## src/rtl/dma_arb_pkg.sv

```systemverilog
package dma_arb_pkg;
  typedef enum logic [1:0] {
    ST_IDLE  = 2'd0,
    ST_OFFER = 2'd1,
    ST_BUSY  = 2'd2,
    ST_HOLD  = 2'd3
  } arb_state_t;
endpackage

```

## src/rtl/dma_sw_pending.sv

```systemverilog
module dma_sw_pending #(
  parameter int NCH = 8
) (
  input  logic           clk,
  input  logic           rst_n,
  input  logic [NCH-1:0] sw_req,
  input  logic [NCH-1:0] clr,
  output logic [NCH-1:0] pend
);
  logic [NCH-1:0] pend_q;

  // a pulse counts in the same cycle it arrives
  assign pend = pend_q | sw_req;

  always_ff @(posedge clk or negedge rst_n) begin
    if (!rst_n) pend_q <= '0;
    else        pend_q <= pend & ~clr;
  end

  // an accepted software request is dropped on the next edge
  a_r6_pend_cleared: assert property (@(posedge clk) disable iff (!rst_n)
    (|(clr & ~sw_req)) |=> ((pend_q & $past(clr & ~sw_req)) == '0));
endmodule

```

## src/rtl/dma_req_qualify.sv

```systemverilog
module dma_req_qualify #(
  parameter int NCH = 8
) (
  input  logic           master_en,
  input  logic [NCH-1:0] chan_en,
  input  logic [NCH-1:0] req_mask,
  input  logic [NCH-1:0] burst_only,
  input  logic [NCH-1:0] single_req,
  input  logic [NCH-1:0] burst_req,
  input  logic [NCH-1:0] sw_pend,
  output logic [NCH-1:0] elig,
  output logic [NCH-1:0] is_burst
);
  genvar g;
  generate
    for (g = 0; g < NCH; g++) begin : g_ch
      logic hw_burst;
      logic hw_single;
      assign hw_burst    = ~req_mask[g] & burst_req[g];
      assign hw_single   = ~req_mask[g] & single_req[g] & ~burst_only[g];
      assign elig[g]     = master_en & chan_en[g] & (sw_pend[g] | hw_burst | hw_single);
      assign is_burst[g] = sw_pend[g] | hw_burst;
    end
  endgenerate
endmodule

```

## src/rtl/dma_pick.sv

```systemverilog
module dma_pick #(
  parameter int NCH = 8,
  localparam int IW = (NCH > 1) ? $clog2(NCH) : 1
) (
  input  logic [NCH-1:0] elig,
  input  logic [NCH-1:0] hi_prio,
  output logic [NCH-1:0] win,
  output logic [IW-1:0]  win_idx,
  output logic           any
);
  logic [NCH-1:0] hi_set;
  logic [NCH-1:0] pool;

  assign hi_set = elig & hi_prio;
  assign pool   = (|hi_set) ? hi_set : elig;
  assign win    = pool & (~pool + 1'b1);
  assign any    = |elig;

  always_comb begin
    win_idx = '0;
    for (int i = NCH - 1; i >= 0; i--) begin
      if (win[i]) win_idx = IW'(i);
    end
  end
endmodule

```

## src/rtl/dma_req_arbiter.sv

```systemverilog
module dma_req_arbiter
  import dma_arb_pkg::*;
#(
  parameter int NCH = 8,
  parameter int RW  = 3,
  localparam int IW = (NCH > 1) ? $clog2(NCH) : 1,
  localparam int CW = 2 ** RW
) (
  input  logic              clk,
  input  logic              rst_n,
  input  logic              master_en,
  input  logic [NCH-1:0]    chan_en,
  input  logic [NCH-1:0]    req_mask,
  input  logic [NCH-1:0]    burst_only,
  input  logic [NCH-1:0]    hi_prio,
  input  logic [NCH-1:0]    wait_req,
  input  logic [NCH*RW-1:0] rate,
  input  logic [NCH-1:0]    single_req,
  input  logic [NCH-1:0]    burst_req,
  input  logic [NCH-1:0]    sw_req,
  output logic              grant_valid,
  input  logic              grant_ready,
  output logic [IW-1:0]     grant_ch,
  output logic              grant_burst,
  output logic [CW-1:0]     grant_count,
  input  logic              xfer_done
);
  arb_state_t     state;
  logic [NCH-1:0] sw_pend;
  logic [NCH-1:0] sw_clr;
  logic [NCH-1:0] elig;
  logic [NCH-1:0] is_burst;
  logic [NCH-1:0] win;
  logic [IW-1:0]  win_idx;
  logic           any;
  logic [RW-1:0]  win_rate;
  logic           served_req;
  logic           accept;

  assign accept      = (state == ST_OFFER) && grant_ready;
  assign grant_valid = (state == ST_OFFER);
  assign sw_clr      = accept ? (NCH'(1) << grant_ch) : '0;
  assign win_rate    = rate[win_idx*RW +: RW];
  assign served_req  = single_req[grant_ch] | burst_req[grant_ch];

  dma_sw_pending #(.NCH(NCH)) u_pend (
    .clk   (clk),
    .rst_n (rst_n),
    .sw_req(sw_req),
    .clr   (sw_clr),
    .pend  (sw_pend)
  );

  dma_req_qualify #(.NCH(NCH)) u_qual (
    .master_en (master_en),
    .chan_en   (chan_en),
    .req_mask  (req_mask),
    .burst_only(burst_only),
    .single_req(single_req),
    .burst_req (burst_req),
    .sw_pend   (sw_pend),
    .elig      (elig),
    .is_burst  (is_burst)
  );

  dma_pick #(.NCH(NCH)) u_pick (
    .elig   (elig),
    .hi_prio(hi_prio),
    .win    (win),
    .win_idx(win_idx),
    .any    (any)
  );

  always_ff @(posedge clk or negedge rst_n) begin
    if (!rst_n) begin
      state       <= ST_IDLE;
      grant_ch    <= '0;
      grant_burst <= 1'b0;
      grant_count <= '0;
    end else begin
      case (state)
        ST_IDLE: if (any) begin
          grant_ch    <= win_idx;
          grant_burst <= is_burst[win_idx];
          grant_count <= is_burst[win_idx] ? (CW'(1) << win_rate) : CW'(1);
          state       <= ST_OFFER;
        end
        ST_OFFER: if (grant_ready) state <= ST_BUSY;
        ST_BUSY: if (xfer_done) begin
          state <= (wait_req[grant_ch] && served_req) ? ST_HOLD : ST_IDLE;
        end
        ST_HOLD: if (!served_req) state <= ST_IDLE;
        default: state <= ST_IDLE;
      endcase
    end
  end

  // offer frozen under back-pressure
  a_r9_offer_stable: assert property (@(posedge clk) disable iff (!rst_n)
    (grant_valid && !grant_ready) |=> (grant_valid && $stable(grant_ch) &&
      $stable(grant_burst) && $stable(grant_count)));

  // nothing offered while the engine is working
  a_r10_no_regrant: assert property (@(posedge clk) disable iff (!rst_n)
    (state == ST_BUSY && !xfer_done) |=> !grant_valid);

  // hold blocks the arbiter while the served request is high
  a_r11_hold_blocks: assert property (@(posedge clk) disable iff (!rst_n)
    (state == ST_HOLD && served_req) |=> !grant_valid);

  // a single grant moves exactly one item
  a_r5_single_count: assert property (@(posedge clk) disable iff (!rst_n)
    (grant_valid && !grant_burst) |-> (grant_count == CW'(1)));

  // a qualified high-priority channel is always the winner
  a_r7_prio_wins: assert property (@(posedge clk) disable iff (!rst_n)
    (state == ST_IDLE && |(elig & hi_prio)) |-> ((win & hi_prio) != '0));

  // the picked channel is one of the qualified ones
  a_r8_win_onehot: assert property (@(posedge clk) disable iff (!rst_n)
    any |-> ($onehot0(win) && ((win & elig) != '0)));
endmodule

```

## config.mk

```make
export PLATFORM = sky130hd
export DESIGN_NAME = dma_req_arbiter
export DESIGN_NICKNAME = d
export VERILOG_FILES = /design/src/rtl/dma_arb_pkg.sv /design/src/rtl/dma_sw_pending.sv /design/src/rtl/dma_req_qualify.sv /design/src/rtl/dma_pick.sv /design/src/rtl/dma_req_arbiter.sv
export SDC_FILE = /design/constraint.sdc
export NUM_CORES = 1
export LEC_CHECK = 0
export ABC_AREA = 1
export CAP_MARGIN = 5
export CELL_PAD_IN_SITES_DETAIL_PLACEMENT = 2
export CELL_PAD_IN_SITES_GLOBAL_PLACEMENT = 2
export CORE_ASPECT_RATIO = 0.6
export CORE_UTILIZATION = 19
export CTS_CLUSTER_DIAMETER = 30
export DETAILED_ROUTE_END_ITERATION = 10
export HOLD_SLACK_MARGIN = 0.08
export PLACE_DENSITY = 0.74
export SYNTH_ARGS = -nofsm -noshare
export SYNTH_HDL_FRONTEND = slang
export SYNTH_SLANG_ARGS = --single-unit
```

## constraint.sdc

```tcl
create_clock -name clk -period 2.32 [get_ports clk]
set_input_delay 0.464 -clock clk [delete_from_list [all_inputs] [get_ports clk]]
set_output_delay 0.464 -clock clk [all_outputs]
set_load 0.02 [all_outputs]
```

**Word-level counts from Yosys, hierarchy flattened**

Index checks and enable logic that the tools add are counted.

- Add/sub/neg operators: 1
- Multipliers: 1
- Magnitude comparators: 2
- Equality and inequality tests: 7
- Shift operators: 3
- Multiplexer cells: 25
- Bitwise logic cells: 79
- Reductions and logical operators: 7

Operators with widths:

| operator | number |
|---|---|
| bitwise AND 1 bit | 40 |
| bitwise AND 8 bit | 3 |
| 2-to-1 mux 3 bit | 8 |
| 2-to-1 mux 8 bit | 3 |
| variable part select 24 x 6 -> 3 bit | 1 |
| OR 1 bit | 17 |
| NOT 1 bit | 16 |
| NOT 8 bit | 2 |
| OR reduction 8 bit | 2 |
| left shift 1 x 3 -> 8 bit, first input constant | 2 |
| binary-select mux 1 bit (select 3 bit) | 4 |
| 2-to-1 mux 2 bit | 5 |
| adder 8 x 1 -> 8 bit, second input constant | 1 |
| < comparator 3 x 4 -> 1 bit, second input constant | 2 |
| OR 8 bit | 1 |
| one-hot mux 2 bit (4 select lines) | 1 |
| != test 2 bit, second input constant | 3 |
| multiplier 3 x 2 -> 5 bit, second input constant | 1 |
| equality test 2 bit, second input constant | 2 |
| 2-to-1 mux 1 bit | 4 |
| AND reduction 4 bit | 1 |
| equality test 2 x 1 -> 1 bit, second input constant | 1 |
| logical AND 1 bit | 2 |
| logical NOT 2 bit | 1 |
| 2 further kinds | 2 |

- Bits in registers: 22
- Bits of input ports: 93
- Output and inout bits: 13
- Logic and storage cells: 130

**Longest topological paths before layout**

Gate-level depths: netlist of the first run.

- Depth in word-level cells: 23
- Depth in mapped cells: 24
- Mapped depth without buffers: 24

**By module**

From an unflattened synthesis of the first run, not the netlist that was laid out.

- Cells, all modules: 399
- Area total of the unflattened synthesis: 2228.4 um^2

By module, submodules not included:

| module | times used | cells each | area each (um^2) | seq. area each (um^2) |
|---|---|---|---|---|
| dma_req_arbiter | 1 | 226 | 1311.3 | 350.3 |
| dma_pick | 1 | 68 | 331.6 | 0.0 |
| dma_sw_pending | 1 | 32 | 310.3 | 200.2 |
| dma_req_qualify | 1 | 73 | 275.3 | 0.0 |

**Worst setup path after synthesis of the first run**

Ideal clock, no wire load.

- Kind: input port to flip-flop
- Start point: in master_en
- End point: reg grant_count[0]
- Setup time: 0.114 ns
- Data arrival time: 2.202 ns
- Required time: 2.206 ns
- Setup slack: 0.004 ns
- Cell stages on the path: 20
- Buffers on the path: 2
- Path through: buf_4 -> nand2_1 -> nand3b_1 -> nand2_2 -> nor2_8 -> nand3_1 -> nand2_2 -> nor2_2 -> nand2_2 -> nor2_1 -> nand2_1 -> nand3_2 -> buf_6 -> nand3_1 -> nand2_1 -> nand2_1 -> nand2_2 -> nand2_2 -> nand2_1 -> nor2_1

- Cells in the longest elaborated chain, start to end: 20

Ends and longest elaborated chain:

| what | line | source |
|---|---|---|
| from (decl) | dma_req_arbiter.sv:11 | `input logic master_en,` |
| bitwise AND 1 bit (2 in a row) | dma_req_qualify.sv:21 | `assign elig[g] = master_en & chan_en[g] & (sw_pend[g] \| hw_burst \| hw_single);` |
| bitwise AND 8 bit | dma_pick.sv:14 | `assign hi_set = elig & hi_prio;` |
| OR reduction 8 bit | dma_pick.sv:15 | `assign pool = (\|hi_set) ? hi_set : elig;` |
| 2-to-1 mux 8 bit | dma_pick.sv:15 |  |
| NOT 8 bit | dma_pick.sv:16 | `assign win = pool & (~pool + 1'b1);` |
| adder 8 x 1 -> 8 bit | dma_pick.sv:16 |  |
| bitwise AND 8 bit | dma_pick.sv:16 |  |
| 2-to-1 mux 3 bit (8 in a row) | dma_pick.sv:22 | `if (win[i]) win_idx = IW'(i);` |
| multiplier 3 x 2 -> 5 bit | dma_req_arbiter.sv:43 | `assign win_rate = rate[win_idx*RW +: RW];` |
| variable part select 24 x 6 -> 3 bit | dma_req_arbiter.sv:43 |  |
| left shift 1 x 3 -> 8 bit | dma_req_arbiter.sv:85 | `grant_count <= is_burst[win_idx] ? (CW'(1) << win_rate) : CW'(1);` |
| 2-to-1 mux 8 bit | dma_req_arbiter.sv:85 |  |
| to (signal assigned) | dma_req_arbiter.sv:85 |  |
| to (decl) | dma_req_arbiter.sv:25 | `output logic [CW-1:0] grant_count,` |

Several ways; a longest one is shown, not always the timed one. The select of a mux whose other input is x is not followed.
A chain may end at the register's enable or synchronous reset.

**Worst setup path in the final report of the first run**

- Start point: in burst_only[6]
- End point: reg grant_count[1]

- Cells in the longest elaborated chain, start to end: 22

Ends and longest elaborated chain:

| what | line | source |
|---|---|---|
| from (decl) | dma_req_arbiter.sv:14 | `input logic [NCH-1:0] burst_only,` |
| NOT 1 bit * | dma_req_qualify.sv:20 | `assign hw_single = ~req_mask[g] & single_req[g] & ~burst_only[g];` |
| bitwise AND 1 bit * | dma_req_qualify.sv:20 |  |
| OR 1 bit * | dma_req_qualify.sv:21 |  |
| bitwise AND 1 bit * | dma_req_qualify.sv:21 |  |
| bitwise AND 8 bit | dma_pick.sv:14 |  |
| OR reduction 8 bit | dma_pick.sv:15 |  |
| 2-to-1 mux 8 bit | dma_pick.sv:15 |  |
| NOT 8 bit | dma_pick.sv:16 |  |
| adder 8 x 1 -> 8 bit | dma_pick.sv:16 |  |
| bitwise AND 8 bit | dma_pick.sv:16 |  |
| 2-to-1 mux 3 bit (8 in a row) | dma_pick.sv:22 |  |
| multiplier 3 x 2 -> 5 bit | dma_req_arbiter.sv:43 |  |
| variable part select 24 x 6 -> 3 bit | dma_req_arbiter.sv:43 |  |
| left shift 1 x 3 -> 8 bit | dma_req_arbiter.sv:85 |  |
| 2-to-1 mux 8 bit | dma_req_arbiter.sv:85 |  |

Mark *: on every way between the ends. The rest lies on a longest branch, timed or not. The select of a mux whose other input is x is not followed.

==> summary.md, run 1 <==
| Metric | Value |
|---|---|
| Status | `finished, violations left` |
| Failing checks | `negative setup slack` |
| Sequential Power Share | `17.1%` |
| Core Footprint | `11520 sq um` |
| Internal | `2.053 mW` |
| # fillers | `1264` |
| Die area | `12520 sq um` |
| DR DRC count | `0` |
| Synth top area cells | `dfrtp_1 24%, nand2_1 18%, nand3_1 7.6%` |
| Post-Synthesis Cells | `356` |
| Final core utilization | `46.11%` |
| Clk_skew | `5.513 ps` |
| Max-slew violation count | `0` |
| Total track usage | `25.56%` |
| Finished Layout Cells | `733` |
| Vias in the first global route | `3866` |
| Top cell by count, worst path | `nand2_2` |
| Routed Antenna Nets | `0` |
| Mean Syn Cell Area | `6.435 sq um` |
| Wirelength per Cell | `25.75 um` |
| P_sw | `1.990 mW` |
| Clock share of power | `12.6%` |
| Pwr dens | `760.8 nW/um^2` |
| Top post-synthesis cells by count | `108 x nand2_1, 35 x nand3_1, 27 x inv_1` |
| Post-place setup slack | `-1156 ps` |
| Post-Route WL | `18.87 mm` |
| Post-synthesis sequential area ratio | `24.03%` |
| Critical path data required time | `2500 ps` |
| Total grt overflow | `0` |
| RePlAce Congestion | `0.7807` |
| Crit path cell chain | `dlygate4sd2_1, nand3b_1, nand2_1, nand3_2, nand2_2, nor2_8, nand3_2, nand2_2, nor2_4, buf_12, nand2_2, buf_4, a21oi_4, inv_2, nor2_2, nand2_4, nand2_8, nand2_4, o21ai_1` |
| CTS Buf Count | `3` |
| Final HPWL from detailed placement | `10.04 mm` |
| Layout Area Growth over Synthesis | `131.9%` |
| Cell area after synthesis | `2291 sq um` |
| CP max-delay cell | `nand3b_1` |
| Period utilization | `134.5%` |
| Worst slew pin tran | `508.9 ps` |
| Final setup fails | `14` |
| Htree depth | `1` |
| Cells after DPL | `677` |
| I/O Buffers | `105` |
| Die X | `143.8 um` |
| Post-synth EDFFs | `0` |
| Die height | `87.06 um` |
| Clock latency on the worst-skew pair | `260 ps` |
| Final Hold Viols | `0` |
| Pleak | `2.509 nW` |
| Initial DRC count | `173` |
| Clock transition at the registers of the reported paths | `60 ps` |
| DR vias/cell | `4.940` |
| Largest net degree at the start of global routing | `23` |
| DR vias | `3621` |
| Post-route cell area | `5314 sq um` |
| Maximum clock rate | `320.4 MHz` |
| Max-cap check violation count | `0` |
| Crit path launch type | `primary input` |
| First-pass GRT wire length | `23.73 mm` |
| Post-Syn Nets | `449` |
| Worst Hold Class | `flop to flop` |
| Final min period | `3121 ps` |
| Placed cell area | `4009 sq um` |
| CTS tree | `yes` |
| CP endpoint kind | `flop` |
| Final worst slack | `-801.4 ps` |
| Slew HR | `66.08%` |
| RSZ-0062 raised after global routing | `yes` |
| Clock root cell | `clkbuf_16` |
| Clk sinks | `22` |
| Max Root-Sink Buffers | `2` |
| Top_reg_cell synth | `dfrtp_1` |
| Starting density of the core | `19.88%` |
| Share of the synthesized area in the top cell type | `24.03%` |
| Comb power frac | `70.3%` |
| Dominant cell type by area after synthesis | `dfrtp_1` |
| WS Path Type | `primary input to flop` |
| TritonRoute pass-1 iters | `4` |
| Maximum vdd ir drop | `0.4412 mV` |
| Std-Cell Rows | `30` |
| Most common cell in the netlist | `nand2_1` |
| I/O pin total | `106` |
| Initial antenna violation count | `1` |
| CP arrival | `3300 ps` |
| Syn. warnings | `0` |
| Synth unique cells | `35` |
| Post-synth ARST share | `100.0%` |
| Nets | `666` |
| Crit Path Max Fanout | `7` |
| Sw Share | `49.23%` |
| Synthesized flop and latch total | `22` |
| Crit path largest cell delay | `270 ps` |
| Share of layout cells above drive strength 1 | `51.75%` |
[power groups by stage]
| stage | sequential, mW | clock (mW) | combinational, mW |
|---|---|---|---|
| 2_1_floorplan | 0.730 | 0 | 0.856 |
| 6_report | 0.691 | 0.508 | 2.84 |
| 3_3_place_gp | 0.667 | 0 | 1.76 |
| 3_5_place_dp | 0.667 | 0 | 1.85 |
| 4_1_cts | 0.671 | 0.508 | 2.19 |
| 5_1_grt | 0.707 | 0.531 | 2.98 |
[final timing paths]
kind,cells past startpoint,to,slack (ps),from
min in group asynchronous,2,grant_count[7],570,rst_n
max in group asynchronous,2,grant_ch[0],1510,rst_n
hold / removal,2,grant_count[5],500,grant_count[5]
setup reg to reg,23,grant_count[1],-750,u_pend.pend_q[6]
setup / recovery,19,grant_count[1],-800,burst_only[6]
hold reg to reg,2,grant_count[5],500,grant_count[5]
[layout make-up]
| class | count | area [sq um] | area share, % |
|---|---|---|---|
| repair buffers | 221 | 2079 | 39.13 |
| flip-flops and latches | 22 | 550.5 | 10.36 |
| multi-input cells | 275 | 2160 | 40.64 |
| diodes | 1 | 2.502 | 0.04709 |
| well taps | 160 | 200.2 | 3.767 |
| clock buffers | 3 | 75.07 | 1.413 |
| clock inverters | 1 | 30.03 | 0.5651 |
| inverters | 49 | 205.2 | 3.862 |
| repair inverters | 1 | 11.26 | 0.2119 |
[cell usage in the layout, fill, tap and decap left out, types with 8 or more instances in the layout]
cell type        instances
nand3b_1                 8
dfrtp_1                 22
inv_2                   16
buf_6                   10
nand2_2                 42
nand2_1                 49
o21ai_0                 10
clkdlybuf4s50_1         59
inv_1                   25
a31oi_1                  8
dlygate4sd2_1           40
nand3_4                 12
buf_4                   93
nand4_1                 17
nor2_2                   9
nand3_2                 26
nand2_4                 26
buf_12                   8
nor2_1                  11
nand3_1                  8
[sequential cells by signal, summed over array words and instances, names as in the netlist]
signal and count:
grant_ch 3, u_pend.pend_q 8, grant_count 8, state 2, grant_burst 1
[logic make-up (layout without fill, tap and decap cells)]
kind of cell           count (synthesis)  in the layout  synth area share (%)
AOI/OAI and AO/OA                     46             46                 11.69
and+or+nand+nor                      229            229                 53.36
other                                  0              1                     0
buffers and inverters                 59            275                 10.92
DFF                                   22             22                 24.03
[stage by stage]
step / setup TNS, ps / hold WS, ps / total power, mW
floorplan: 0 / 168.4 / 1.586
global placement: -9719 / 505.4 / 2.431
detailed placement: -12360 / 490.3 / 2.521
CTS: -3659 / 502.6 / 3.372
global route: -9122 / 527.2 / 4.214
finish: -8066 / 495.7 / 4.043
[critical path, delay by kind of cell]
family / cells / cell delay, ps
simple gates: 13 / 1700
buf+inv: 4 / 710
compound gates: 2 / 400
[per-layer routing]
layer,vias up,wire (um),global-route usage (%)
li1,1619,-,-
met1,1833,8033,33.71
met2,118,9152,44.40
met3,51,988,3.463
met4,0,697,5.513
met5,-,0,0
[what timing repair did]
action                     CTS  global route
pin swaps                   70            44
setup buffers               27            20
gates resized for setup    158            91
setup endpoints to repair   14            14
gates cloned                 2             3
hold buffers                 0             0
Power figures use the tool's default switching activity.
==> run 2, diff against run 1 <==
Settings changed: SKIP_CTS_REPAIR_TIMING set to 1.
==> run 2 against run 1 <==
The run still ends with negative setup slack left. Sequential cell count stayed put. Count of clock-buffer cells in the layout stayed put. First-iteration DRC count is 3.5% lower. Fmax is 0.12% higher. Non-clock buffer count is 26 lower. Total power is 9.7% lower. Critical path depth is 1 higher. Global-route usage is 6.2 points lower. Register-to-register slack worse by 50 ps. Critical path type is now flop to flop. Largest cell class is now non-clock buffers. Largest power group unchanged. Highest routed layer unchanged.
==> summary.md, run 2 (synthesized netlist as in run 1, its figures left out) <==
| Metric | Value |
|---|---|
| Clock transition at the registers of the reported paths | `70 ps (about the same)` |
| Final Hold Viols | `0 (unchanged)` |
| Die X | `143.8 um (unchanged)` |
| Crit path cell chain | `nor2_4, nand2_2, inv_2, nand2_1, nand3b_1, nand2_4, nor2_8, nand3_2, nand2_2, nor2_4, nand4_4, nand3_4, buf_12, nand2_1, nand3_2, nand2_1, nand2_1, nand2_2, nand2_4, o21ai_2` |
| CP endpoint kind | `flop` |
| Share of layout cells above drive strength 1 | `43.96% (-7.8 points)` |
| Die height | `87.06 um (unchanged)` |
| Worst reg2reg path startpoint | `u_pend.pend_q[7]` |
| Final worst slack | `-797.8 ps (+3.612 ps)` |
| Std-Cell Rows | `30 (unchanged)` |
| Htree depth | `1 (unchanged)` |
| Sequential Power Share | `18.6% (+1.5 points)` |
| Post-Route WL | `16.49 mm (-13%)` |
| Die area | `12520 sq um (unchanged)` |
| Biggest registers after layout | `grant_count x8, u_pend.pend_q x8, grant_ch x3` |
| First-pass GRT wire length | `18.66 mm (-21%)` |
| Post-place setup slack | `-1156 ps (unchanged)` |
| Most frequent cells in the layout | `76 x buf_4, 63 x nand2_1, 53 x clkdlybuf4s50_1` |
| CTS Buf Count | `3 (unchanged)` |
| Antenna diode instance count | `0 (-1)` |
| Layout Area Growth over Synthesis | `118.2%` |
| Reg-to-Reg End | `grant_count[2]` |
| Top cell by count, worst path | `nand2_1` |
| Clock root cell | `clkbuf_16` |
| R2r worst-path depth | `20 (-13%)` |
| Crit path largest cell delay | `440 ps (+170 ps)` |
| CP arrival | `3310 ps (about the same)` |
| I/O pin total | `106 (unchanged)` |
| Largest net degree at the start of global routing | `23 (unchanged)` |
| Max Root-Sink Buffers | `2 (unchanged)` |
| Crit path launch type | `flop` |
| Max-slew violation count | `0 (unchanged)` |
| Failing checks | `negative setup slack` |
| CTS tree | `yes` |
| Stages on the worst setup path | `20 (+1)` |
| WS Path Type | `flop to flop` |
| RSZ-0062 raised after global routing | `yes` |
| Nets | `640 (-3.9%)` |
| Power Total | `3.651 mW (-9.7%)` |
| Max-cap check violation count | `0 (unchanged)` |
| Critical Path End | `grant_count[2]` |
| Critical Path Source | `u_pend.pend_q[7]` |
| Wirelength per Cell | `23.35 um (-9.3%)` |
| DR vias | `3447 (-4.8%)` |
| Routed Antenna Nets | `0 (unchanged)` |
| Buffer and inverter count on the worst path | `2 (-2)` |
| Aggregate negative setup slack | `-7678 ps (+387.8 ps)` |
| I/O Buffers | `105 (unchanged)` |
| Final HPWL from detailed placement | `10.04 mm (unchanged)` |
| Initial DRC count | `167 (-3.5%)` |
| Core Footprint | `11520 sq um (unchanged)` |
| Vias in the first global route | `3378 (-13%)` |
| CP max-delay cell | `dfrtp_1` |
| Slew HR | `64.60% (-1.5 points)` |
| Final setup fails | `12 (-2)` |
| Comb power frac | `67.5% (-2.8 points)` |
| P_sw | `1.758 mW (-12%)` |
| Worst slew pin tran | `517.6 ps (+8.706 ps)` |
| Clock latency on the worst-skew pair | `260 ps (about the same)` |
| Starting density of the core | `19.88% (unchanged)` |
| Pwr dens | `730.2 nW/um^2 (-4.0%)` |
| Initial antenna violation count | `0 (-1)` |
| DR DRC count | `0 (unchanged)` |
| Cell family contributing the most delay on the critical path | `simple AND/OR/NAND/NOR gates` |
| Total grt overflow | `0 (unchanged)` |
| Status | `finished, violations left` |
| Worst Hold Class | `flop to flop` |
| Post-route cell area | `5000 sq um (-5.9%)` |
| Finished Layout Cells | `706 (-3.7%)` |
| Clk_skew | `3.260 ps (-2.253 ps)` |
| Total track usage | `19.38% (-6.2 points)` |
| R2R Setup Slk | `-800 ps (-50 ps)` |
| Internal | `1.893 mW (-7.8%)` |
| Commonest non-fill, non-tap cell in the layout | `buf_4` |
| Crit Path Max Fanout | `7 (unchanged)` |
| Critical path data required time | `2520 ps (+20 ps)` |
| Placed cell area | `4009 sq um (unchanged)` |
| Cells after DPL | `677 (unchanged)` |
| Clk sinks | `22 (unchanged)` |
| Sw Share | `48.15% (-1.1 points)` |
| Pleak | `2.680 nW (+6.8%)` |
| Maximum clock rate | `320.7 MHz (+0.12%)` |
| Maximum vdd ir drop | `0.4404 mV (-0.19%)` |
| DR vias/cell | `4.882 (-1.2%)` |
| Final min period | `3118 ps (-3.612 ps)` |
| Period utilization | `134.4% (-0.16 points)` |
| RePlAce Congestion | `0.7807 (unchanged)` |
| TritonRoute pass-1 iters | `4 (unchanged)` |
| Clock share of power | `13.9% (+1.3 points)` |
## run 2: cell types whose count changed in the layout (fill, tap and decap cells not counted), sizes merged
cell           previous run  this run
dlymetal6s2s              1        50
clkdlybuf4s50            59        53
clkinv                    8         0
dlygate4sd2              40         0
buf                     115        86
diode                     1         0
inv                      42        49
clkbuf                    7         9
nand3                    46        47
clkdlybuf4s15             2         0
## run 2: how the worst min path moves through the flow
stage | depth (start not counted) | endpoint | startpoint | slack, ps
CTS | 2 | grant_count[5] | grant_count[5] | 510
floorplan | 0 | grant_burst | rst_n | 170
finish | 2 | grant_count[5] | grant_count[5] | 490
detailed placement | 2 | grant_count[5] | grant_count[5] | 490
global placement | 2 | grant_count[6] | grant_count[6] | 510
global route | 2 | grant_count[6] | grant_count[6] | 530
## run 2: metal layers
| metal | global-route usage (%) | vias up | share of wire, % |
|---|---|---|---|
| li1 | - | 1565 | - |
| met1 | 28.42 | 1733 | 44 |
| met2 | 31.29 | 125 | 48 |
| met3 | 2.254 | 24 | 6.8 |
| met4 | 1.741 | 0 | 1.5 |
| met5 | 0 | - | 0 |
## run 2: stage by stage
stage,utilization [%],hold slack [ps]
2_1_floorplan,-,168.4
3_3_place_gp,34.79,505.4
5_1_grt,43.39,526.9
4_1_cts,35.70,511.8
6_report,43.39,492.5
3_5_place_dp,34.79,490.3
## run 2: worst register-to-register path: cells and delay by family, from the launching register on
| kind | cells | cell delay [ps] |
|---|---|---|
| and+or+nand+nor | 17 | 2210 |
| buffers and inverters | 2 | 280 |
| DFF | 1 | 440 |
| AOI/OAI and AO/OA | 1 | 120 |
## run 2: power groups by stage
| stage | Combinational, mW | Sequential [mW] | Clock, mW |
|---|---|---|---|
| after global placement | 1.76 | 0.667 | 0 |
| after global routing | 2.62 | 0.697 | 0.518 |
| after detailed placement | 1.85 | 0.667 | 0 |
| after floorplan | 0.856 | 0.730 | 0 |
| final | 2.46 | 0.680 | 0.506 |
| after CTS | 1.88 | 0.669 | 0.508 |
## run 2: layout make-up
type,count,area [sq um]
clock buffers,3,75.07
well taps,160,200.2
repair buffers,195,1991
clock inverters,1,30.03
multi-input cells,276,1962
flip-flops and latches,22,550.5
inverters,49,191.4
fillers,1264,6524
==> run 3, diff against run 2 <==
Settings changed: CAP_MARGIN 5 to not set, SETUP_SLACK_MARGIN set to 0.5.
==> run 3 against run 2 <==
Final area shrank 1.6%. Non-clock buffer count is 15 lower. Global-route usage shrank 1.1 points. Largest cell class is now multi-input combinational cells. The flow still finishes with violations (negative setup slack). Sequential share of layout area up 0.22 points. Die area unchanged. Register-to-register slack gained 60 ps. Combinational power fell by 2%. First-iteration DRC count down 14%. Highest routed layer unchanged.
==> summary.md, run 3 (synthesized netlist as in run 1, its figures left out) <==
| Metric | Value |
|---|---|
| Status | `finished, violations left` |
| Failing checks | `negative setup slack` |
| Post-Route WL | `15.70 mm (-4.7%)` |
| TritonRoute pass-1 iters | `4 (unchanged)` |
| CP arrival | `3270 ps (-40 ps)` |
| Biggest registers after layout | `grant_count x8, u_pend.pend_q x8, grant_ch x3` |
| Core Footprint | `11520 sq um (unchanged)` |
| DR vias | `3414 (-0.96%)` |
| Total grt overflow | `0 (unchanged)` |
| Clock latency on the worst-skew pair | `260 ps (about the same)` |
| WS Path Type | `primary input to flop` |
| RePlAce Congestion | `0.8430 (+8.0%)` |
| DR DRC count | `0 (unchanged)` |
| Pwr dens | `730.0 nW/um^2 (about the same)` |
| Max Root-Sink Buffers | `2 (unchanged)` |
| I/O Buffers | `105 (unchanged)` |
| Max-slew violation count | `0 (unchanged)` |
| Total track usage | `18.28% (-1.1 points)` |
| Starting density of the core | `19.88% (unchanged)` |
| GRT met3 Usage | `1.264% (-0.99 points)` |
| Nets | `628 (-1.9%)` |
| Period utilization | `133.0% (-1.4 points)` |
| Clk_skew | `1.703 ps (-1.557 ps)` |
| First-pass GRT wire length | `17.51 mm (-6.2%)` |
| Routed Antenna Nets | `0 (unchanged)` |
| Die height | `87.06 um (unchanged)` |
| Final core utilization | `42.71% (-0.67 points)` |
| Vias in the first global route | `3277 (-3.0%)` |
| Wirelength per Cell | `22.63 um (-3.1%)` |
| Crit Path Max Fanout | `8 (+1)` |
| Initial DRC count | `143 (-14%)` |
| Tightest hold margin | `499.5 ps (+7.030 ps)` |
| Post-place setup slack | `-1002 ps (+153.9 ps)` |
| Die X | `143.8 um (unchanged)` |
| Clock transition at the registers of the reported paths | `60 ps (about the same)` |
| RSZ-0062 raised after global routing | `yes` |
| Final HPWL from detailed placement | `9.701 mm (-3.4%)` |
| Commonest non-fill, non-tap cell in the layout | `nand2_1` |
| Die area | `12520 sq um (unchanged)` |
| Crit path launch type | `primary input` |
| Worst Hold Class | `flop to flop` |
| Final worst slack | `-764.8 ps (+33.06 ps)` |
| Share of layout cells above drive strength 1 | `41.39% (-2.6 points)` |
| Htree depth | `1 (unchanged)` |
| Final setup fails | `12 (unchanged)` |
| Met1 Use GR | `26.92% (-1.5 points)` |
| GR peak layer | `met2` |
| Slew HR | `70.23% (+5.6 points)` |
| CP endpoint kind | `flop` |
| Cells after DPL | `661 (-2.4%)` |
| Power Total | `3.593 mW (-1.6%)` |
| Maximum clock rate | `324.2 MHz (+1.1%)` |
| Std-Cell Rows | `30 (unchanged)` |
| Maximum vdd ir drop | `0.2544 mV (-42%)` |
| Initial antenna violation count | `0 (unchanged)` |
| CTS tree | `yes` |
| Largest net degree at the start of global routing | `23 (unchanged)` |
| Final Hold Viols | `0 (unchanged)` |
| Worst slew pin tran | `445.8 ps (-71.79 ps)` |
| Routing usage on met2 | `29.74% (-1.5 points)` |
| Final min period | `3085 ps (-33.06 ps)` |
| Pleak | `2.454 nW (-8.4%)` |
| Finished Layout Cells | `694 (-1.7%)` |
| DR vias/cell | `4.919 (+0.76%)` |
| Clk sinks | `22 (unchanged)` |
| Clock root cell | `clkbuf_16` |
| Critical path data required time | `2510 ps (about the same)` |
| Antenna diode instance count | `0 (unchanged)` |
| Layout Area Growth over Synthesis | `114.9%` |
| Most frequent cells in the layout | `77 x nand2_1, 70 x clkdlybuf4s50_1, 59 x buf_4` |
| CTS Buf Count | `3 (unchanged)` |
| Max-cap check violation count | `0 (unchanged)` |
| I/O pin total | `106 (unchanged)` |
run 3: routing by layer:
| metal | up-vias | part of all wire (%) |
|---|---|---|
| li1 | 1553 | - |
| met1 | 1736 | 46 |
| met2 | 104 | 49 |
| met3 | 21 | 4.0 |
| met4 | 0 | 1.7 |
| met5 | - | 0 |
run 3: layout make-up:
type / instances / area [sq um]
clock inverter: 1 / 30.03
fill: 1269 / 6601
clock buffer: 3 / 75.07
sequential: 22 / 553.0
inverter: 49 / 196.4
multi-input combinational: 278 / 2014
tap: 160 / 200.2
timing repair inverter: 1 / 11.26
timing repair buffer: 180 / 1842
run 3: final timing paths:
kind                             startpoint                to  slack [ps]  depth (start not counted)
max                            burst_req[6]    grant_count[0]        -760                         23
max reg2reg                u_pend.pend_q[7]    grant_count[0]        -740                         23
min reg2reg                  grant_count[3]    grant_count[3]         500                          2
max in group asynchronous             rst_n       grant_ch[0]        1500                          2
min                          grant_count[3]    grant_count[3]         500                          2
min in group asynchronous             rst_n  u_pend.pend_q[7]         560                          2
run 3: per-stage QoR:
stage	cell area, sq um	TNS, ps
6_report	4922	-6660
5_1_grt	4922	-8046
4_1_cts	4045	-7354
3_5_place_dp	3940	-10920
3_3_place_gp	3940	-9061
2_1_floorplan	2360	0
run 3: critical path: stages:
cell and delay [ps]:
clkdlybuf4s50_1 500, nand2_1 80, nand2_1 80, inv_2 40
nand2_1 100, nand3_2 100, nand2_4 90, nor2_8 70
nand3_4 90, nand2_4 60, nor2_4 240, nand4_4 150
buf_12 180, clkbuf_16 160, nand4_1 70, nand2_1 60
nand2_1 90, nand3_1 160, nand2_2 150, nand2_2 80
nand2_1 80, inv_1 50, nor2_1 110
run 3: power by group:
| part | switching, mW | internal, mW | leakage (nW) | total, mW |
|---|---|---|---|---|
| Combinational | 1.43 | 0.995 | 2.16 | 2.42 |
| Sequential | 0.152 | 0.528 | 0.248 | 0.680 |
| Clock | 0.148 | 0.343 | 0.0511 | 0.491 |
| Total | 1.73 | 1.87 | 2.45 | 3.59 |
